### config.mk
export PLATFORM = sky130hd
export DESIGN_NAME = serial_regbank
export DESIGN_NICKNAME = d
export VERILOG_FILES = /design/src/rtl/serial_regbank.sv
export SDC_FILE = /design/constraint.sdc
export NUM_CORES = 1
export LEC_CHECK = 0
export ABC_CLOCK_PERIOD_IN_PS = 3550
export BUFFER_PORTS_ARGS = -buffer_cell sky130_fd_sc_hd__clkbuf_2
export CAP_MARGIN = 15
export CORE_UTILIZATION = 40
export DETAILED_ROUTE_END_ITERATION = 8
export GPL_TIMING_DRIVEN = 0
export PLACE_DENSITY = 0.65
export SYNTH_ARGS = -nofsm -noshare
export SYNTH_HDL_FRONTEND = slang
export SYNTH_SLANG_ARGS = --single-unit
### constraint.sdc
create_clock -name clk -period 3.55 [get_ports clk]
set_clock_uncertainty 0.15 [all_clocks]
set_input_delay 0.71 -clock clk [delete_from_list [all_inputs] [get_ports clk]]
set_output_delay 0.71 -clock clk [all_outputs]
set_load 0.02 [all_outputs]
### src/rtl/serial_regbank.sv
module serial_regbank #(
  parameter int ADDR_W = 7,
  parameter int DATA_W = 16,
  parameter int N_FUNC = 2,
  parameter int N_GPIO = 3,
  parameter int A_PLAT = 0,
  parameter int A_FW = 1,
  parameter int A_FUNC = 8,
  parameter int A_GPEN = 16,
  parameter int A_GPDIR = 24,
  parameter logic [7:0] PLAT_HI = 8'h00,
  parameter logic [7:0] MFG_CODE = 8'h01,
  parameter logic [3:0] FW_BUILD = 4'h0,
  parameter logic [3:0] FW_MINOR = 4'h0,
  parameter logic [3:0] FW_PATCH = 4'h0
) (
  input  logic                     clk,
  input  logic                     rst_n,
  input  logic                     en_i,
  input  logic                     clr_n_i,
  input  logic                     strb_i,
  input  logic                     sdi_i,
  output logic                     sdo_o,
  output logic [N_FUNC*DATA_W-1:0] func_en_o,
  output logic [N_GPIO*DATA_W-1:0] gpio_en_o,
  output logic [N_GPIO*DATA_W-1:0] gpio_dir_o
);
  localparam int HDR_W = ADDR_W + 1;
  localparam int FRAME = HDR_W + DATA_W;
  localparam int CW = $clog2(FRAME + 1);
  localparam logic [CW-1:0] C_HDR = CW'(HDR_W);
  localparam logic [CW-1:0] C_END = CW'(FRAME);
  localparam logic [DATA_W-1:0] PLAT_WORD = DATA_W'({PLAT_HI, MFG_CODE});
  localparam logic [DATA_W-1:0] FW_WORD = DATA_W'({FW_BUILD, 4'h0, FW_MINOR, FW_PATCH});

  logic [3:0] sy0, sy1;
  logic       strb_d;
  always_ff @(posedge clk or negedge rst_n)
    if (!rst_n) begin
      sy0 <= '0;
      sy1 <= '0;
      strb_d <= 1'b0;
    end else begin
      sy0 <= {en_i, clr_n_i, strb_i, sdi_i};
      sy1 <= sy0;
      strb_d <= sy1[1];
    end

  wire en_s  = sy1[3];
  wire clr_s = sy1[2];
  wire strb_s = sy1[1];
  wire sdi_s = sy1[0];

  logic [CW-1:0]     cnt;
  logic [HDR_W-1:0]  hdr;
  logic [DATA_W-1:0] wsh, rsh, rd_val;
  logic [DATA_W-1:0] func_q [N_FUNC];
  logic [DATA_W-1:0] gpen_q [N_GPIO];
  logic [DATA_W-1:0] gpdir_q [N_GPIO];

  wire step = strb_s & ~strb_d & en_s & clr_s & (cnt != C_END);
  wire [ADDR_W-1:0] rd_addr = {hdr[ADDR_W-2:0], sdi_s};
  wire [ADDR_W-1:0] wr_addr = hdr[ADDR_W-1:0];
  wire [DATA_W-1:0] wdata = {wsh[DATA_W-2:0], sdi_s};
  wire wr_go = step && (cnt == C_END - 1'b1) && !hdr[ADDR_W];

  always_comb begin
    rd_val = '0;
    if (rd_addr == ADDR_W'(A_PLAT)) rd_val = PLAT_WORD;
    if (rd_addr == ADDR_W'(A_FW)) rd_val = FW_WORD;
    for (int i = 0; i < N_FUNC; i++)
      if (rd_addr == ADDR_W'(A_FUNC + i)) rd_val = func_q[i];
    for (int i = 0; i < N_GPIO; i++) begin
      if (rd_addr == ADDR_W'(A_GPEN + i)) rd_val = gpen_q[i];
      if (rd_addr == ADDR_W'(A_GPDIR + i)) rd_val = gpdir_q[i];
    end
  end

  always_ff @(posedge clk or negedge rst_n)
    if (!rst_n) begin
      cnt <= '0;
      hdr <= '0;
      wsh <= '0;
      rsh <= '0;
    end else if (!clr_s) begin
      cnt <= '0;
      rsh <= '0;
    end else if (step) begin
      cnt <= cnt + 1'b1;
      if (cnt < C_HDR) hdr <= {hdr[ADDR_W-1:0], sdi_s};
      if (cnt == C_HDR - 1'b1) rsh <= hdr[ADDR_W-1] ? rd_val : '0;
      else if (cnt > C_HDR && hdr[ADDR_W]) rsh <= {rsh[DATA_W-2:0], 1'b0};
      if (cnt >= C_HDR) wsh <= {wsh[DATA_W-2:0], sdi_s};
    end

  always_ff @(posedge clk or negedge rst_n)
    if (!rst_n) begin
      for (int i = 0; i < N_FUNC; i++) func_q[i] <= '0;
      for (int i = 0; i < N_GPIO; i++) begin
        gpen_q[i] <= '0;
        gpdir_q[i] <= '0;
      end
    end else if (wr_go) begin
      for (int i = 0; i < N_FUNC; i++)
        if (wr_addr == ADDR_W'(A_FUNC + i)) func_q[i] <= wdata;
      for (int i = 0; i < N_GPIO; i++) begin
        if (wr_addr == ADDR_W'(A_GPEN + i)) gpen_q[i] <= wdata;
        if (wr_addr == ADDR_W'(A_GPDIR + i)) gpdir_q[i] <= wdata;
      end
    end

  assign sdo_o = en_s & rsh[DATA_W-1];

  for (genvar g = 0; g < N_FUNC; g++) begin : g_func
    assign func_en_o[g*DATA_W +: DATA_W] = func_q[g];
  end
  for (genvar g = 0; g < N_GPIO; g++) begin : g_gpio
    assign gpio_en_o[g*DATA_W +: DATA_W] = gpen_q[g];
    assign gpio_dir_o[g*DATA_W +: DATA_W] = gpdir_q[g];
  end
endmodule

==> flow_summary.ini, run 1 <==
[cts]
cts_buffer_depth = 2
clk-insertion-delay-late_ns = 0.44
clk_pin_slew_worst_paths_ns = 0.07
cts_root_buffer = clkbuf_16
cts_inserted_buffers = 17
cts_sinks = 181
htree_levels = 4
cts_tree = yes

[synth]
synth_edf_count = 0
synth_top_area_share_pct = 54.5
ys_ff_latch = 181
netlist_area_mm2 = 0.00831
netlist_instances = 653
synth_area_leaders = dfrtp_1 55%, mux2_2 22%, o21ai_0 2.2%
seq_area_frac_synth_pct = 54.5
yosysUniqueCellTypes = 53
syn_area_per_cell_um2 = 12.7
synth_top_flop_cell = dfrtp_1
synthArstFlopShare_pct = 100
yosys.area.top_type = dfrtp_1
yosysWarnings = 0
synth_nets = 661

[power_and_ir_drop]
vdd_ir_drop_max_v = 0.000368
power.density_mw_per_mm2 = 457
p_leak_uw = 0.00493

[global_routing]
grt_pass1_wl_um = 37700
grt_max_degree = 103
grt_pass1_vias = 6021
gr-total-overflow = 0
track_usage_pct = 23.8
antenna_found_initial = 0

[sta]
worst_pin_slew_ns = 1.03
setup_ws_ns = 0.206
period_share_pct = 94.2
setup_viol = 0
rsz0062_at_grt = false
maxSlewHeadroom_pct = 31.3
fin_setup_tns_ns = 0
period_minus_slack_ns = 3.34
finalMaxSlewViolations = 0
hold_viol = 0
fmax_mhz = 299

[critical_path]
endpoint_kind = register
arrival_ns = 3.52
cp_slowest_cell = buf_1
critPathKind = reg2reg
r2r_start = sy1[0]$_DFF_PN0_
path_cells = clkbuf_1, buf_1, clkbuf_1, a21oi_1, a32oi_1, a31oi_1, a221o_1
path_max_fanout = 10
worstPathRequired_ns = 3.72
cp_slowest_stage_delay_ns = 0.82
startpoint = sy1[0]$_DFF_PN0_
start_kind = register
crit_top_cell = clkbuf_1

[placed_design]
dp_slack_ns = 0.121
gp_congestion = 0.892
placedInstanceArea_mm2 = 0.00936
io_buffer_count = 134
hpwl_um = 17100

[route]
vias_per_cell = 5.68
routed_wl_um = 24600
drc_errors = 0
post_drt_wl_per_cell_um = 22.6
postRouteAntennaNets = 0
vias = 6193
drt_iter0_drc = 427
dr.pass1.iters = 6

[floorplanning]
fp.dieH_um = 146
dieArea_mm2 = 0.0213
rows = 52
start_util_pct = 40.9
coreArea_mm2 = 0.0203
die_w_um = 146
io_pins = 135

[flow_run]
maxCapViolCount = 0

[final_layout]
diodes = 0
fillers = 1921
nets = 816
finalInstanceArea_mm2 = 0.00995
syn2layout_area_growth_pct = 19.8
drive_gt1_share_pct = 42.6

[hold_path]
hold_path.class = in2async

[run_status]
status = completed
-- power breakdown --
group / total (uW) / switching (uW) / internal (uW)
logic: 545 / 405 / 140
clock network: 1900 / 792 / 1110
registers: 2110 / 22.8 / 2090
total: 4550 / 1220 / 3330
-- state kept, by name, indices dropped and copies added, names as in the netlist --
name,cells
gpio_dir_o,48
gpio_en_o,48
func_en_o,32
rsh,16
wsh,15
hdr,8
cnt,5
sy0,4
sy1,4
strb_d,1
-- worst max-delay path, delay by kind of cell, from the launching register on --
| family | cells | cell delay (ns) |
|---|---|---|
| buf+inv | 3 | 1.83 |
| compound gates | 4 | 0.82 |
| flops | 1 | 0.42 |
-- final timing paths --
kind | to | depth (start not counted) | slack (ns)
worst min-delay path | gpio_dir_o[47]$_DFFE_PN0P_ | 1 | 0.16
worst min register to register | sy1[1]$_DFF_PN0_ | 0 | 0.20
max in group asynchronous | rsh[15]$_DFFE_PN0P_ | 2 | 2.14
worst max-delay path | rsh[12]$_DFFE_PN0P_ | 7 | 0.21
worst max register to register | rsh[12]$_DFFE_PN0P_ | 7 | 0.21
min in group clk | sy1[1]$_DFF_PN0_ | 0 | 0.20
-- per-layer routing --
metal	wire length (um)	part of all wire, %	global-route usage [%]	up-vias
met5	0	0	0	-
met4	828	3.4	10.4	0
met3	1570	6.4	4.72	46
met2	11200	46	36.0	241
met1	11000	45	33.3	3159
li1	-	-	-	2747
-- kinds of logic (layout without fill, tap and decap cells) --
kind of cell    after synthesis  count (layout)  synth area share (%)
flops                       181             181                  54.5
mux                         173             173                  23.2
compound gates              118             118                  10.2
simple gates                117             117                  8.74
fa+ha+maj                     2               2                 0.301
buf+inv                      61             228                  2.89
xor+xnor                      1               1                 0.105
-- metrics by stage --
| step | hold slack (ns) | utilization, % | total power (uW) | std cells |
|---|---|---|---|---|
| after floorplan | 0.181 | - | 2460 | 653 |
| after global placement | 0.186 | 45.9 | 2660 | 1057 |
| after detailed placement | 0.185 | 46.1 | 2680 | 1059 |
| after CTS | 0.168 | 49.0 | 4560 | 1090 |
| after global routing | 0.199 | 49.0 | 4680 | 1090 |
| final | 0.155 | 49.0 | 4550 | 1090 |
-- what timing repair did --
item	CTS	global route
gates resized for setup	0	1
hold buffers	0	0
setup buffers	0	0
endpoints found under the setup margin	0	1
-- cells in the mapped netlist, types with 2 or more instances --
master / number
mux2_2: 159
a21oi_1: 5
o21ai_0: 37
o31ai_1: 2
nand4_2: 3
and2_1: 3
nor4_1: 4
buf_2: 9
o21a_1: 8
buf_1: 15
nand2_1: 14
clkbuf_1: 32
and3_1: 11
nor3_1: 21
nand2b_1: 8
nand3b_1: 6
o2bb2ai_1: 8
dfrtp_1: 181
a211oi_1: 8
a32oi_1: 6
nand3_2: 5
a31oi_1: 5
mux2i_1: 14
a21o_1: 5
a211o_1: 8
nor4b_2: 2
nand3_1: 14
o32ai_1: 3
a222oi_1: 7
nor2_1: 8
a221o_1: 6
inv_1: 5
ha_1: 2
nor3b_1: 2
nor2b_1: 9
-- layout by cell type, fill, tap and decap left out, types with 10 or more instances in the layout --
master	instances
dfrtp_1	181
buf_2	10
clkbuf_1	34
mux2_2	159
mux2i_1	14
o21ai_0	37
buf_1	15
and3_1	11
nand3_1	14
nor3_1	21
clkbuf_2	133
nand2_1	14
clkbuf_16	17
-- area by class of cell --
class                   count  area [um2]  area share (%)
flip-flops and latches    181        4530            45.5
multi-input cells         411        3540            35.6
repair buffers            136         712            7.15
clock buffers              23         488            4.90
well taps                 270         338            3.39
plain buffers              56         221            2.23
clock inverters             8        98.8           0.993
inverters                   5        18.8           0.189
Power figures use the tool's default switching activity.
==> run 2: changes to the inputs <==
- CORE_UTILIZATION: 40 -> 30
- PLACE_DENSITY: 0.65 -> 0.53
==> run 2 against run 1 <==
Effect of this change:
- flip-flop and latch count did not move
- die area rose by 33%
- largest cell class unchanged
- utilization fell by 12 points
- highest routed layer unchanged
==> flow_summary.ini, run 2 (same netlist as run 1, synthesis figures left out) <==
[final_layout]
multi_input_comb_area_mm2 = 0.00355
drive_gt1_share_pct = 43.1
fillers = 2715
seqCellArea_mm2 = 0.00453
layout_common_cells = 181 x dfrtp_1, 159 x mux2_2, 133 x clkbuf_2
diodes = 0
final_cell_count_no_fill = 1163
post-route-util_pct = 37.3
syn2layout_area_growth_pct = 21.3
finalInstanceArea_mm2 = 0.0101
nets = 817
layout_commonest_cell = dfrtp_1

[critical_path]
path_max_fanout = 10
endpoint_kind = register
critPathKind = reg2reg
arrival_ns = 3.54
start_kind = register
worstPathRequired_ns = 3.72

[cts]
htree_levels = 4
cts_tree = yes
cts_inserted_buffers = 17
clk_pin_slew_worst_paths_ns = 0.07
clk-insertion-delay-late_ns = 0.44
cts_setup_buffers = 0
cts_sinks = 181
cts_root_buffer = clkbuf_16
cts_buffer_depth = 2

[floorplanning]
die_w_um = 168
dieArea_mm2 = 0.0284
start_util_pct = 30.7
fp.dieH_um = 168
coreArea_mm2 = 0.0270
rows = 60
io_pins = 135

[power_and_ir_drop]
total_power_uw = 4610
power.density_mw_per_mm2 = 458
vdd_ir_drop_max_v = 0.000284
p_leak_uw = 0.00494

[placed_design]
hpwl_um = 18800
gp_congestion = 0.874
numPlacedInstances = 1131
io_buffer_count = 134
placedInstanceArea_mm2 = 0.00947

[route]
dr.pass1.iters = 5
postRouteAntennaNets = 0
vias_per_cell = 5.29
drt_iter0_drc = 548
drc_errors = 0
post_drt_wl_per_cell_um = 23.5
routed_wl_um = 27300
vias = 6153

[sta]
fmax_mhz = 296
hold_viol = 0
setup_viol = 0
period_minus_slack_ns = 3.37
worst_pin_slew_ns = 1.11
fin_setup_tns_ns = 0
maxSlewHeadroom_pct = 25.6
period_share_pct = 95.0
rsz0062_at_grt = false
finalMaxSlewViolations = 0

[run_status]
status = completed

[global_routing]
track_usage_pct = 19.6
gr-total-overflow = 0
grt_busiest_layer = met2
grt_pass1_vias = 6048
grt_util_met3_pct = 4.82
grt_pass1_wl_um = 40200
grtUsageMet1_pct = 27.4
antenna_found_initial = 0
grt_max_degree = 105
grt_use_met2_pct = 30.3

[flow_run]
maxCapViolCount = 0

[hold_path]
hold_path.class = in2async
run 2: cell types whose count changed in the layout (fill, tap and decap cells not counted), moves of 2 or more:
cell / before / now
clkinvlp_4: 2 / 0
clkinv_2: 3 / 0
inv_6: 0 / 7
inv_8: 0 / 2
buf_6: 0 / 2
clkbuf_8: 5 / 3
run 2: final timing paths:
| kind | endpoint | cells past startpoint | slack [ns] | start |
|---|---|---|---|---|
| min in group clk | sy1[3]$_DFF_PN0_ | 0 | 0.20 | sy0[3]$_DFF_PN0_ |
| max | rsh[15]$_DFFE_PN0P_ | 6 | 0.18 | hdr[3]$_DFFE_PN0P_ |
| max reg2reg | rsh[15]$_DFFE_PN0P_ | 6 | 0.18 | hdr[3]$_DFFE_PN0P_ |
| max in group asynchronous | cnt[2]$_DFFE_PN0P_ | 2 | 2.13 | rst_n |
| min reg2reg | sy1[3]$_DFF_PN0_ | 0 | 0.20 | sy0[3]$_DFF_PN0_ |
| min | gpio_en_o[0]$_DFFE_PN0P_ | 1 | 0.16 | rst_n |
run 2: layer usage:
layer | vias up | part of all wire, %
met4 | 0 | 1.5
met3 | 25 | 6.4
met5 | - | 0
met2 | 229 | 45
met1 | 3161 | 47
li1 | 2738 | -
run 2: what timing repair did:
item / CTS / global route
hold buffers: 0 / 0
gates resized for setup: 3 / 0
setup endpoints to repair: 3 / 0
run 2: area by class of cell:
| type | instances | area share (%) |
|---|---|---|
| Buffer | 56 | 2.27 |
| Clock buffer | 20 | 4.53 |
| Clock inverter | 12 | 1.30 |
| Inverter | 5 | 0.186 |
| Multi-Input combinational cell | 411 | 35.2 |
| Sequential cell | 181 | 45.0 |
| Tap cell | 341 | 4.24 |
| Timing Repair Buffer | 137 | 7.24 |
run 2: through the flow:
stage                     hold slack, ns  worst slack [ns]
after global routing               0.206            0.0204
after floorplan                    0.181             0.984
final                              0.155             0.177
after detailed placement           0.185            -0.136
after CTS                          0.180             0.190
after global placement             0.186             -2.03
run 2: report_power, final:
part,switching [uW],internal [uW]
Combinational,440,145
Sequential,21.5,2080
Clock,891,1030
run 2: critical path, cell delays in order (launching register included):
cell	delay (ns)
dfrtp_1	0.35
clkbuf_1	0.41
nor4b_2	0.81
nand2_1	0.37
o21ai_2	0.60
o32ai_1	0.25
a221o_1	0.31
==> run 3: changes to the inputs <==
- CORE_UTILIZATION: 30 -> 55
- CTS_BUF_LIST: default -> sky130_fd_sc_hd__clkbuf_8
- PLACE_DENSITY: 0.53 -> 0.83
==> run 3 against run 2 <==
Effect of this change:
- largest cell class unchanged
- power fell by 12%
- non-clock buffer count stayed put
- highest routed layer unchanged
- flip-flop and latch count stayed put
- critical path type unchanged
- largest power group unchanged
- global-route usage rose by 12 points
- clock-buffer cell count up 1
- the run now ends with design-rule violations left
- routed wire length is 12% lower
- sequential power is essentially flat
- final cell count is 14% lower
==> flow_summary.ini, run 3 (same netlist as run 1, synthesis figures left out) <==
[run_status]
status = finished, violations left
violations = design-rule violations

[power_and_ir_drop]
p_leak_uw = 0.00485
vdd_ir_drop_max_v = 0.000250
power.density_mw_per_mm2 = 420

[floorplanning]
start_util_pct = 56.7
fp.dieH_um = 125
io_pins = 135
rows = 44
coreArea_mm2 = 0.0146
die_w_um = 125
dieArea_mm2 = 0.0156

[route]
dr.pass1.iters = 9
routed_wl_um = 24100
post_drt_wl_per_cell_um = 24.0
drt_iter0_drc = 499
drc_errors = 10
vias = 6432
vias_per_cell = 6.40
postRouteAntennaNets = 0

[cts]
hold_buffers = 0
clk-insertion-delay-late_ns = 0.48
cts_tree = yes
cts_root_buffer = clkbuf_8
cts_buffer_depth = 2
clk_pin_slew_worst_paths_ns = 0.09
cts_inserted_buffers = 17
htree_levels = 4
cts_sinks = 181

[placed_design]
numPlacedInstances = 972
gp_congestion = 0.958
io_buffer_count = 134
hpwl_um = 16900

[flow_run]
maxCapViolCount = 0

[final_layout]
final_cell_count_no_fill = 1005
nets = 817
drive_gt1_share_pct = 42.6
layout_commonest_cell = dfrtp_1
diodes = 0
syn2layout_area_growth_pct = 16.2
fillers = 1075
layout_common_cells = 181 x dfrtp_1, 159 x mux2_2, 133 x clkbuf_2

[global_routing]
antenna_found_initial = 0
gr-total-overflow = 0
grt_max_degree = 108
grt_pass1_wl_um = 37200
grt_pass1_vias = 6440
track_usage_pct = 32.1

[sta]
finalMaxSlewViolations = 0
period_share_pct = 95.5
setup_viol = 0
period_minus_slack_ns = 3.39
fmax_mhz = 295
maxSlewHeadroom_pct = 30.1
fin_setup_tns_ns = 0
worst_pin_slew_ns = 1.05
hold_viol = 0
rsz0062_at_grt = false

[critical_path]
critPathKind = reg2reg
worstPathRequired_ns = 3.77
start_kind = register
path_max_fanout = 10
endpoint_kind = register
arrival_ns = 3.61

[hold_path]
hold_path.class = in2async
[run 3: routing by layer]
layer	GRT usage, %	part of all wire (%)
met2	51.9	48
met3	6.62	7.8
met1	41.6	40
met4	15.1	4.0
met5	0	0
[run 3: worst max-delay path: stages (launching register included)]
cell and delay, ns:
dfrtp_1 0.41, clkbuf_1 0.53, buf_1 0.80, clkbuf_1 0.54, a21oi_1 0.16, a32oi_1 0.28
a31oi_1 0.13, a221o_1 0.27
[run 3: metrics by stage]
step	util [%]	instance area (um2)	worst slack (ns)	power (uW)	hold slack, ns
6_report	65.9	9650	0.160	4060	0.105
5_1_grt	65.9	9650	0.0555	4180	0.124
4_1_cts	65.8	9640	0.0810	4040	0.104
3_5_place_dp	63.1	9240	0.106	2670	0.188
3_3_place_gp	62.9	9210	-1.42	2640	0.183
2_1_floorplan	-	8310	0.984	2460	0.181
[run 3: worst paths after layout]
check | from | end | slack, ns | cells after the start
setup / recovery | sy1[0]$_DFF_PN0_ | rsh[7]$_DFFE_PN0P_ | 0.16 | 7
hold / removal | rst_n | gpio_dir_o[25]$_DFFE_PN0P_ | 0.10 | 1
setup reg to reg | sy1[0]$_DFF_PN0_ | rsh[7]$_DFFE_PN0P_ | 0.16 | 7
hold reg to reg | sy0[0]$_DFF_PN0_ | sy1[0]$_DFF_PN0_ | 0.20 | 0
max in group asynchronous | rst_n | rsh[14]$_DFFE_PN0P_ | 2.22 | 2
min in group clk | en_i | sy0[3]$_DFF_PN0_ | 0.18 | 1
[run 3: area by class of cell]
cell class	instances	area, um2	area share [%]
well taps	184	230	2.38
repair buffers	137	719	7.45
clock buffers	21	289	2.99
plain buffers	56	221	2.29
inverters	5	18.8	0.194
clock inverters	10	105	1.09
flip-flops and latches	181	4530	46.9
multi-input cells	411	3540	36.7
[run 3: power by group]
group          total, uW  internal, uW  leakage, uW  switching (uW)
registers           2110          2080      0.00250            23.5
logic                546           140      0.00214             406
clock network       1400           688     0.000208             716
total               4060          2910      0.00485            1150
[run 3: repair_timing]
action,in CTS,in global routing
setup buffers,0,0
resized for setup,0,1
endpoints found under the setup margin,0,1
